[config.mk]
export PLATFORM = sky130hd
export DESIGN_NAME = mem_region_guard
export DESIGN_NICKNAME = d
export VERILOG_FILES = /design/src/rtl/mrg_pkg.sv /design/src/rtl/mrg_desc_bank.sv /design/src/rtl/mrg_region_match.sv /design/src/rtl/mrg_select.sv /design/src/rtl/mem_region_guard.sv
export SDC_FILE = /design/constraint.sdc
export NUM_CORES = 2
export LEC_CHECK = 0
export ABC_AREA = 1
export BUFFER_PORTS_ARGS = -buffer_cell sky130_fd_sc_hd__buf_2
export CORE_ASPECT_RATIO = 0.9
export CORE_MARGIN = 4
export CORE_UTILIZATION = 46
export CTS_CLUSTER_DIAMETER = 60
export CTS_CLUSTER_SIZE = 40
export DETAILED_ROUTE_END_ITERATION = 7
export PLACE_DENSITY = 0.66
export RECOVER_POWER = 50
export SETUP_SLACK_MARGIN = 0.1
export SYNTH_ARGS = -nofsm -noshare
export SYNTH_HDL_FRONTEND = slang
export SYNTH_SLANG_ARGS = --single-unit
[constraint.sdc]
create_clock -name clk -period 4.5 [get_ports clk]
set_input_delay 0.225 -clock clk [delete_from_list [all_inputs] [get_ports clk]]
set_output_delay 0.225 -clock clk [all_outputs]
set_load 0.1 [all_outputs]
[src/rtl/mrg_pkg.sv]
package mrg_pkg;

  localparam int PAGE_SHIFT = 12;

  typedef struct packed {
    logic valid;
    logic rd_en;
    logic wr_en;
    logic cache;
    logic pci;
  } mrg_attr_t;

endpackage

[src/rtl/mrg_desc_bank.sv]
module mrg_desc_bank
  import mrg_pkg::*;
#(
  parameter int NUM_REGIONS = 20,
  parameter int PAGE_W      = 20,
  parameter int SZ_W        = 5,
  parameter int IDX_W       = 5
) (
  input  logic                               clk,
  input  logic                               rst,
  input  logic                               cfg_we,
  input  logic [IDX_W-1:0]                   cfg_idx,
  input  logic [PAGE_W-1:0]                  cfg_base,
  input  logic [SZ_W-1:0]                    cfg_size,
  input  mrg_attr_t                          cfg_attr,
  output logic [NUM_REGIONS-1:0][PAGE_W-1:0] base_q,
  output logic [NUM_REGIONS-1:0][SZ_W-1:0]   size_q,
  output mrg_attr_t [NUM_REGIONS-1:0]        attr_q
);

  // Registers rather than RAM: every window is compared in parallel.
  for (genvar g = 0; g < NUM_REGIONS; g++) begin : g_desc
    always_ff @(posedge clk) begin
      if (rst) begin
        base_q[g] <= '0;
        size_q[g] <= '0;
        attr_q[g] <= '0;
      end else if (cfg_we && cfg_idx == IDX_W'(g)) begin
        base_q[g] <= cfg_base;
        size_q[g] <= cfg_size;
        attr_q[g] <= cfg_attr;
      end
    end
  end

endmodule

[src/rtl/mrg_region_match.sv]
module mrg_region_match #(
  parameter int PAGE_W = 20,
  parameter int SZ_W   = 5
) (
  input  logic [PAGE_W-1:0] page,
  input  logic [PAGE_W-1:0] base,
  input  logic [SZ_W-1:0]   size,
  input  logic              valid,
  output logic              hit
);

  logic [PAGE_W-1:0] keep;
  logic [SZ_W:0]     eff;

  always_comb begin
    // Size codes beyond the page width cover the whole space.
    eff = ({1'b0, size} > (SZ_W+1)'(PAGE_W)) ? (SZ_W+1)'(PAGE_W) : {1'b0, size};
    for (int i = 0; i < PAGE_W; i++) begin
      keep[i] = ((SZ_W+1)'(i) >= eff);
    end
    hit = valid && (((page ^ base) & keep) == '0);
  end

endmodule

[src/rtl/mrg_select.sv]
module mrg_select
  import mrg_pkg::*;
#(
  parameter int NUM_REGIONS = 20,
  parameter int IDX_W       = 5
) (
  input  logic [NUM_REGIONS-1:0]      hits,
  input  mrg_attr_t [NUM_REGIONS-1:0] attrs,
  input  logic                        is_write,
  output logic                        found,
  output logic [IDX_W-1:0]            idx,
  output logic                        allow,
  output logic                        cache,
  output logic                        pci
);

  mrg_attr_t sel;

  always_comb begin
    found = 1'b0;
    idx   = '0;
    sel   = '0;
    // Walk downward so the lowest-numbered hit is the last to land.
    for (int i = NUM_REGIONS - 1; i >= 0; i--) begin
      if (hits[i]) begin
        found = 1'b1;
        idx   = IDX_W'(i);
        sel   = attrs[i];
      end
    end
    if (found) begin
      allow = is_write ? sel.wr_en : sel.rd_en;
      cache = sel.cache;
      pci   = sel.pci;
    end else begin
      allow = 1'b1;
      cache = 1'b1;
      pci   = 1'b0;
    end
  end

endmodule

[src/rtl/mem_region_guard.sv]
module mem_region_guard
  import mrg_pkg::*;
#(
  parameter int NUM_REGIONS = 20,
  parameter int ADDR_W      = 32,
  parameter int PAGE_W      = ADDR_W - PAGE_SHIFT,
  parameter int SZ_W        = $clog2(PAGE_W + 1),
  parameter int IDX_W       = $clog2(NUM_REGIONS)
) (
  input  logic              clk,
  input  logic              rst,
  input  logic              cfg_we,
  input  logic [IDX_W-1:0]  cfg_idx,
  input  logic [PAGE_W-1:0] cfg_base,
  input  logic [SZ_W-1:0]   cfg_size,
  input  logic              cfg_valid,
  input  logic              cfg_rd_en,
  input  logic              cfg_wr_en,
  input  logic              cfg_cache,
  input  logic              cfg_pci,
  input  logic              acc_valid,
  input  logic [ADDR_W-1:0] acc_addr,
  input  logic              acc_write,
  output logic              res_valid,
  output logic              res_hit,
  output logic [IDX_W-1:0]  res_region,
  output logic              res_allow,
  output logic              res_cache,
  output logic              res_pci,
  output logic              res_pass,
  output logic              res_violation
);

  logic [NUM_REGIONS-1:0][PAGE_W-1:0] base_q;
  logic [NUM_REGIONS-1:0][SZ_W-1:0]   size_q;
  mrg_attr_t [NUM_REGIONS-1:0]        attr_q;
  mrg_attr_t                          cfg_attr;
  logic [NUM_REGIONS-1:0]             hits;
  logic [PAGE_W-1:0]                  page;
  logic                               found, allow, cache, pci;
  logic [IDX_W-1:0]                   idx;

  assign cfg_attr = '{valid: cfg_valid, rd_en: cfg_rd_en, wr_en: cfg_wr_en,
                      cache: cfg_cache, pci: cfg_pci};
  assign page = acc_addr[ADDR_W-1:PAGE_SHIFT];

  mrg_desc_bank #(
    .NUM_REGIONS(NUM_REGIONS), .PAGE_W(PAGE_W), .SZ_W(SZ_W), .IDX_W(IDX_W)
  ) u_bank (
    .clk(clk), .rst(rst), .cfg_we(cfg_we), .cfg_idx(cfg_idx),
    .cfg_base(cfg_base), .cfg_size(cfg_size), .cfg_attr(cfg_attr),
    .base_q(base_q), .size_q(size_q), .attr_q(attr_q)
  );

  for (genvar g = 0; g < NUM_REGIONS; g++) begin : g_match
    mrg_region_match #(.PAGE_W(PAGE_W), .SZ_W(SZ_W)) u_match (
      .page(page), .base(base_q[g]), .size(size_q[g]),
      .valid(attr_q[g].valid), .hit(hits[g])
    );
  end

  mrg_select #(.NUM_REGIONS(NUM_REGIONS), .IDX_W(IDX_W)) u_sel (
    .hits(hits), .attrs(attr_q), .is_write(acc_write),
    .found(found), .idx(idx), .allow(allow), .cache(cache), .pci(pci)
  );

  always_ff @(posedge clk) begin
    if (rst || !acc_valid) begin
      res_valid     <= 1'b0;
      res_hit       <= 1'b0;
      res_region    <= '0;
      res_allow     <= 1'b0;
      res_cache     <= 1'b0;
      res_pci       <= 1'b0;
      res_pass      <= 1'b0;
      res_violation <= 1'b0;
    end else begin
      res_valid     <= 1'b1;
      res_hit       <= found;
      res_region    <= idx;
      res_allow     <= allow;
      res_cache     <= cache;
      res_pci       <= pci;
      res_pass      <= allow;
      res_violation <= !allow;
    end
  end

endmodule

## Yosys cells after proc, flatten, opt, wreduce, memory -nomap -nowiden

Index checks and enable logic that the tools add are counted.
W data, S select, Z words.

- Magnitude comparators: 420
- Equality and inequality tests: 19
- Muxes and demuxes: 83
- Bitwise logic cells: 41
- Reductions and logical operators: 70

Operator list:

| kind | number |
|---|---|
| $ge A4 B6 Y1 const A | 160 |
| $ge A3 B6 Y1 const A | 80 |
| $ge A5 B6 Y1 const A | 80 |
| $and A20 B20 Y20 | 20 |
| $logic_not A20 Y1 | 20 |
| $xor A20 B20 Y20 | 20 |
| $ge A1 B6 Y1 const A | 40 |
| $ge A2 B6 Y1 const A | 40 |
| $mux W5 | 24 |
| $mux W4 | 28 |
| $gt A5 B5 Y1 const B | 20 |
| $eq A5 B4 Y1 const B | 8 |
| $logic_and A1 B1 Y1 | 40 |
| $mux W1 | 25 |
| $eq A5 B3 Y1 const B | 4 |
| $eq A5 B5 Y1 const B | 4 |
| $reduce_or A17 Y1 | 1 |
| $mux W3 | 4 |
| $eq A5 B2 Y1 const B | 2 |
| $reduce_or A9 Y1 | 1 |
| $eq A5 B1 Y1 const B | 1 |
| $logic_not A5 Y1 | 1 |
| $reduce_or A5 Y1 | 1 |
| $mux W2 | 2 |
| 5 further kinds | 7 |

- Register bits after elaboration: 611
- Bits of input ports: 72
- Word-level logic and storage cells: 784

## Longest topological paths before layout

- Depth in word-level cells: 29
- Mapped depth: 36
- Gate-level depth less buffers: 35

## Cells and area by module

A second synthesis with hierarchy kept.

- Cells, all modules: 6437
- Area, all modules: 37494.7 sq um

Modules (own cells, without submodules):

| module | instances | cells each | area an instance (sq um) |
|---|---|---|---|
| mrg_desc_bank | 1 | 4247 | 26405.3 |
| mrg_region_match (g_match[0].u_match ...) | 19 | 97 | 485.5 |
| mrg_select | 1 | 201 | 991.0 |
| mrg_region_match (g_match[9].u_match) | 1 | 111 | 523.0 |
| mem_region_guard | 1 | 35 | 351.6 |

## Worst setup path before layout

No wires, ideal clock.

- Path type: register -> register
- Start point: reg u_bank.size_q[57] (netlist name)
- End point: reg res_pass
- Arrival time: 2.385 ns
- Required time: 4.391 ns
- Slack: 2.006 ns
- Cell stages (with the launch flop): 29
- Period minus slack after synthesis: 2.494 ns
- Path through: dfxtp_1 -> inv_2 -> nand2_2 -> nand2_2 -> nor2_2 -> nor2_2 -> nand2_2 -> a211o_1 -> nand3_1 -> nand3_1 -> nor2_4 -> inv_2 -> or2_0 -> nand2_1 -> nand2_1 -> nand2_1 -> nand2_1 -> nand2_1 -> nand2_1 -> nand2_1 -> nand2_1 -> nand2_1 -> nand2_1 -> nand2_1 -> nand2_1 -> nand2_1 -> nand3_2 -> nand2_1 -> inv_1

- Cells in the longest elaborated chain, start to end: 20
- Elaborated cells between the ends (all ways): 51

RTL lines:

| item | RTL line | text |
|---|---|---|
| start: declaration | mrg_desc_bank.sv:17 | `output logic [NUM_REGIONS-1:0][SZ_W-1:0] size_q,` |
| start signal: indexed assignment | mrg_desc_bank.sv:30 | `size_q[g] <= cfg_size;` |
| $gt A5 B5 Y1 | mrg_region_match.sv:17 | `eff = ({1'b0, size} > (SZ_W+1)'(PAGE_W)) ? (SZ_W+1)'(PAGE_W) : {1'b0, size};` |
| $mux W5 (*) | mrg_region_match.sv:17 |  |
| $ge A1 B6 Y1, or another cell as far along | mrg_region_match.sv:19 | `keep[i] = ((SZ_W+1)'(i) >= eff);` |
| $and A20 B20 Y20 (*) | mrg_region_match.sv:21 | `hit = valid && (((page ^ base) & keep) == '0);` |
| $logic_not A20 Y1 (*) | mrg_region_match.sv:21 |  |
| $logic_and A1 B1 Y1 (*) | mrg_region_match.sv:21 |  |
| $mux W4 (12 in a row) | mrg_select.sv:25 | `if (hits[i]) begin` |
| $mux W1 | mrg_select.sv:32 | `allow = is_write ? sel.wr_en : sel.rd_en;` |
| $mux W1 (*) | mrg_select.sv:31 | `if (found) begin` |
| end signal: assignment | mem_region_guard.sv:84 | `res_pass <= allow;` |
| end: declaration | mem_region_guard.sv:30 | `output logic res_pass,` |

Every way passes the cells marked *; elsewhere a longest branch is shown, timed or not.
A chain may end at the register's enable or synchronous reset.

## Worst setup path in the final report

- Start point: in rst
- End point: reg u_bank.size_q[89] (netlist name)

RTL lines:

| item | RTL line | text |
|---|---|---|
| start: declaration | mem_region_guard.sv:11 | `input logic rst,` |

No word-level cell between the ends.

==> impl_results.md <==
* Status: finished with violations
* Failing checks: max-capacitance violations, max-slew violations
* Seq cells post-synth at 611
* Postcts setup bufs at 0
* Total Power at 11.5 mW
* Core ar. at 67300 sq um
* Clk root buf: clkbuf_16
* Syn_area_per_cell at 7.09 sq um
* RSZ-0062 raised after global routing: false
* Fin. Hold Viols at 0
* Largest net degree at the start of global routing at 221
* P&R area growth vs syn at 8.16%
* Placer Congestion at about 0.95
* FMAX at 0.252 GHz
* Crit path cell chain: clkbuf_2 > buf_6 > a211oi_1
* Input/output buffers at 71
* Htree depth at 2
* Setup_tns at 0 ns
* Final Slew Violations at about 450
* Crit path largest cell delay at roughly 2.4 ns
* Synth Area in Compound Gates at between 15 and 20%
* Crit Path Category: input pin to flop
* Main combinational cell family by area after synthesis: simple AND/OR/NAND/NOR gates
* Final Skew at around 0.026 ns
* Ys Warns at 0
* Vias in the first global route at 26.9k
* Synthesized-area fraction occupied by adder cells at 0%
* Commonest non-fill, non-tap cells in the layout: nand2_1, dfxtp_1, a21oi_1
* DR WL/cell at 22.1 um
* Multi-input gate area at 16700 sq um
* WP data arrival at between 4 and 5 ns
* Num CTS Buffers at 47
* CTS tree: built
* Simple-Gate Fraction of Synth Area at 24.2%
* Number of flops mapped to enable cells by yosys at 0
* Commonest non-fill, non-tap cell in the layout: nand2_1
* Worst hold path type: input pin to flop
* PD cells at 337 nW/um^2
* Grt total ovfl at 0
* Worst R2R Path Depth at 31
* Setup WS post-layout at 0.536 ns
* Hold wc startpoint: cfg_pci
* Tot GR Track Use at between 30% and 40%
* Clock Latency Late Sink at around 0.64 ns
* Longest Clk Path Bufs at 3
* Minimum clock period at between 3 and 4 ns
* Lkg Pwr at 12.4 nW
* Router iterations before antenna repair at 6
* Layout net count at 4365
* Crit Path Max Fanout at 220
* Slew @ Worst Pin at 3.52 ns
* Worst R2R End: res_pass
* Slew headroom at -135%
* Post_cts resized at 0
* Worst Hold End: u_bank.attr_q[45]
* Number of DRC markers in iteration 0 at 3682
* Synthesized instance count at ~4.4k
* Ys async rst share at 0%
* Critical Path Slowest Stage Cell: clkbuf_2
* Pre-CTS WS at 0.881 ns
* Crit end category: flop
* Reg area at 12200 sq um
* Worst R2R Setup Slack at a little over 1 ns
* Dpl hpwl at between 60000 and 70000 um
* Hold path depth at 3
* Share of layout cells above drive strength 1 at a little under 7%
* Post-route ant nets at 0
* Height of the die at 256 um
* Synth Area in XOR/XNOR at 9.37%
* Via Count at roughly 30k
* Fill count at between 6k and 7k
* Total Routed Length at 115000 um
* CP required at 4.91 ns
* Antenna violations before repair at 0
* Vias per inst at 5.81
* CTS sink count at 611
* Die ar. at 72500 sq um
* Max-Cap Viols at 3
* Multiplexer share of the synthesized area at 0%
* # rows at 90
* Synthesized area at 31400 sq um
* Die X-Extent at 283 um
* Mapped Nets at 4500
* First-pass GRT wire length at 171000 um
* Synth unique cells at 62
* Tcrit/Tclk final at 88.1%
* Setup violators final at 0
* Clock transition at path regs at about 0.11 ns
* Ports at 84
* Reg2reg start: u_bank.size_q[84]
* Drt drc at 0
* Sequential fraction of the synthesis area at 39.0%
* Max VDD drop at 0.000248 V
* Post-CTS Hold Buffers at 2
* Initial core utilization at a little under half
* Critical Path Source Type: input pin
* Ys flop type: dfxtp_1
[synth_stat cells, types with 4 or more instances]
master     count  area [sq um]
nor2_1       369          1390
o2111ai_1     18           158
buf_2         34           170
nand2_2        8          50.1
nor3_1        22           110
o21ai_1       12          60.1
nand3_1      241          1210
dfxtp_1      611         12200
clkinv_1      10          37.5
nor2_2        10          62.6
a221oi_1       8          70.1
buf_1          5          18.8
nand4_1      101           632
buf_4         19           143
a22oi_1        7          52.6
a21oi_1      535          2680
inv_1        263           987
a311oi_1       7          61.3
a31oi_1       25           156
inv_2         16          60.1
nor2_4         4          45.0
or2_2          8          50.1
o31ai_1       11          82.6
o22ai_1        7          43.8
nand2_1     1046          3930
a2111oi_0      5          43.8
clkbuf_1     267          1000
o21ai_0      137           686
o221ai_1       7          61.3
xor2_1       215          1880
a211oi_1     181          1360
o311ai_0       9          78.8
xnor2_1      121          1060
buf_6          4          45.0
o211ai_1      43           323
[where the power goes]
part	switching (mW)	total, mW	internal (mW)	leakage, nW
logic	0.843	1.10	0.259	6.64
registers	0.0381	5.49	5.45	4.93
clock network	2.57	4.86	2.29	0.857
total	3.45	11.5	8.00	12.4
[through the flow]
stage	util, %	area, sq um	cells	hold WS [ns]
final	50.4	34000	5206	0.121
after detailed placement	47.8	32200	5116	0.451
after CTS	50.5	34000	5205	0.0893
after global routing	50.4	34000	5205	0.130
after global placement	47.8	32200	5116	0.447
after floorplan	-	31400	4428	0.354
[worst max-delay path: cells and delay by family]
| family | cells | cell delay, ns |
|---|---|---|
| compound gates | 1 | 0.09 |
| buf+inv | 2 | 3.70 |
[routing by layer]
layer	up-vias	track usage, %	routed length [um]
met5	-	0	0
met4	0	11.7	5310
met3	261	4.32	11100
met2	1373	46.4	49700
met1	14100	43.1	49000
li1	14500	-	-
[sequential cells by signal, summed over array words and instances (netlist names)]
register       flops
u_bank.base_q    400
u_bank.attr_q    100
u_bank.size_q    100
res_region         5
res_cache          1
res_hit            1
res_pass           1
res_pci            1
res_valid          1
res_violation      1
[kinds of logic (layout without fill, tap and decap cells)]
| kind of cell | after synthesis | count (layout) |
|---|---|---|
| and+or+nand+nor | 1824 | 1824 |
| xor gates and xnor gates | 336 | 336 |
| DFF | 611 | 611 |
| other | 0 | 1 |
| buffers and inverters | 620 | 523 |
| AOI/OAI and AO/OA | 1037 | 1037 |
[area by class of cell]
cell class              instances  share of cell area, %
diodes                          1                0.00737
well taps                     874                   3.22
clock inverters                37                   1.65
clock buffers                  50                   3.65
repair buffers                147                   2.96
multi-input cells            3197                   49.3
inverters                     289                   3.19
flip-flops and latches        611                   36.0
[worst max path at each step]
stage                       from                 end  slack, ns  depth (start not counted)
5_1_grt                      rst  u_bank.base_q[393]       0.35                          3
2_1_floorplan  u_bank.size_q[57]            res_pass       2.01                         28
4_1_cts        u_bank.size_q[84]            res_pass       1.09                         31
6_report                     rst   u_bank.size_q[89]       0.54                          3
3_5_place_dp        acc_addr[27]       res_region[0]       0.88                         19
3_3_place_gp        acc_addr[27]            res_pass       0.88                         27
Note: power is estimated with default switching activity, not from simulation.
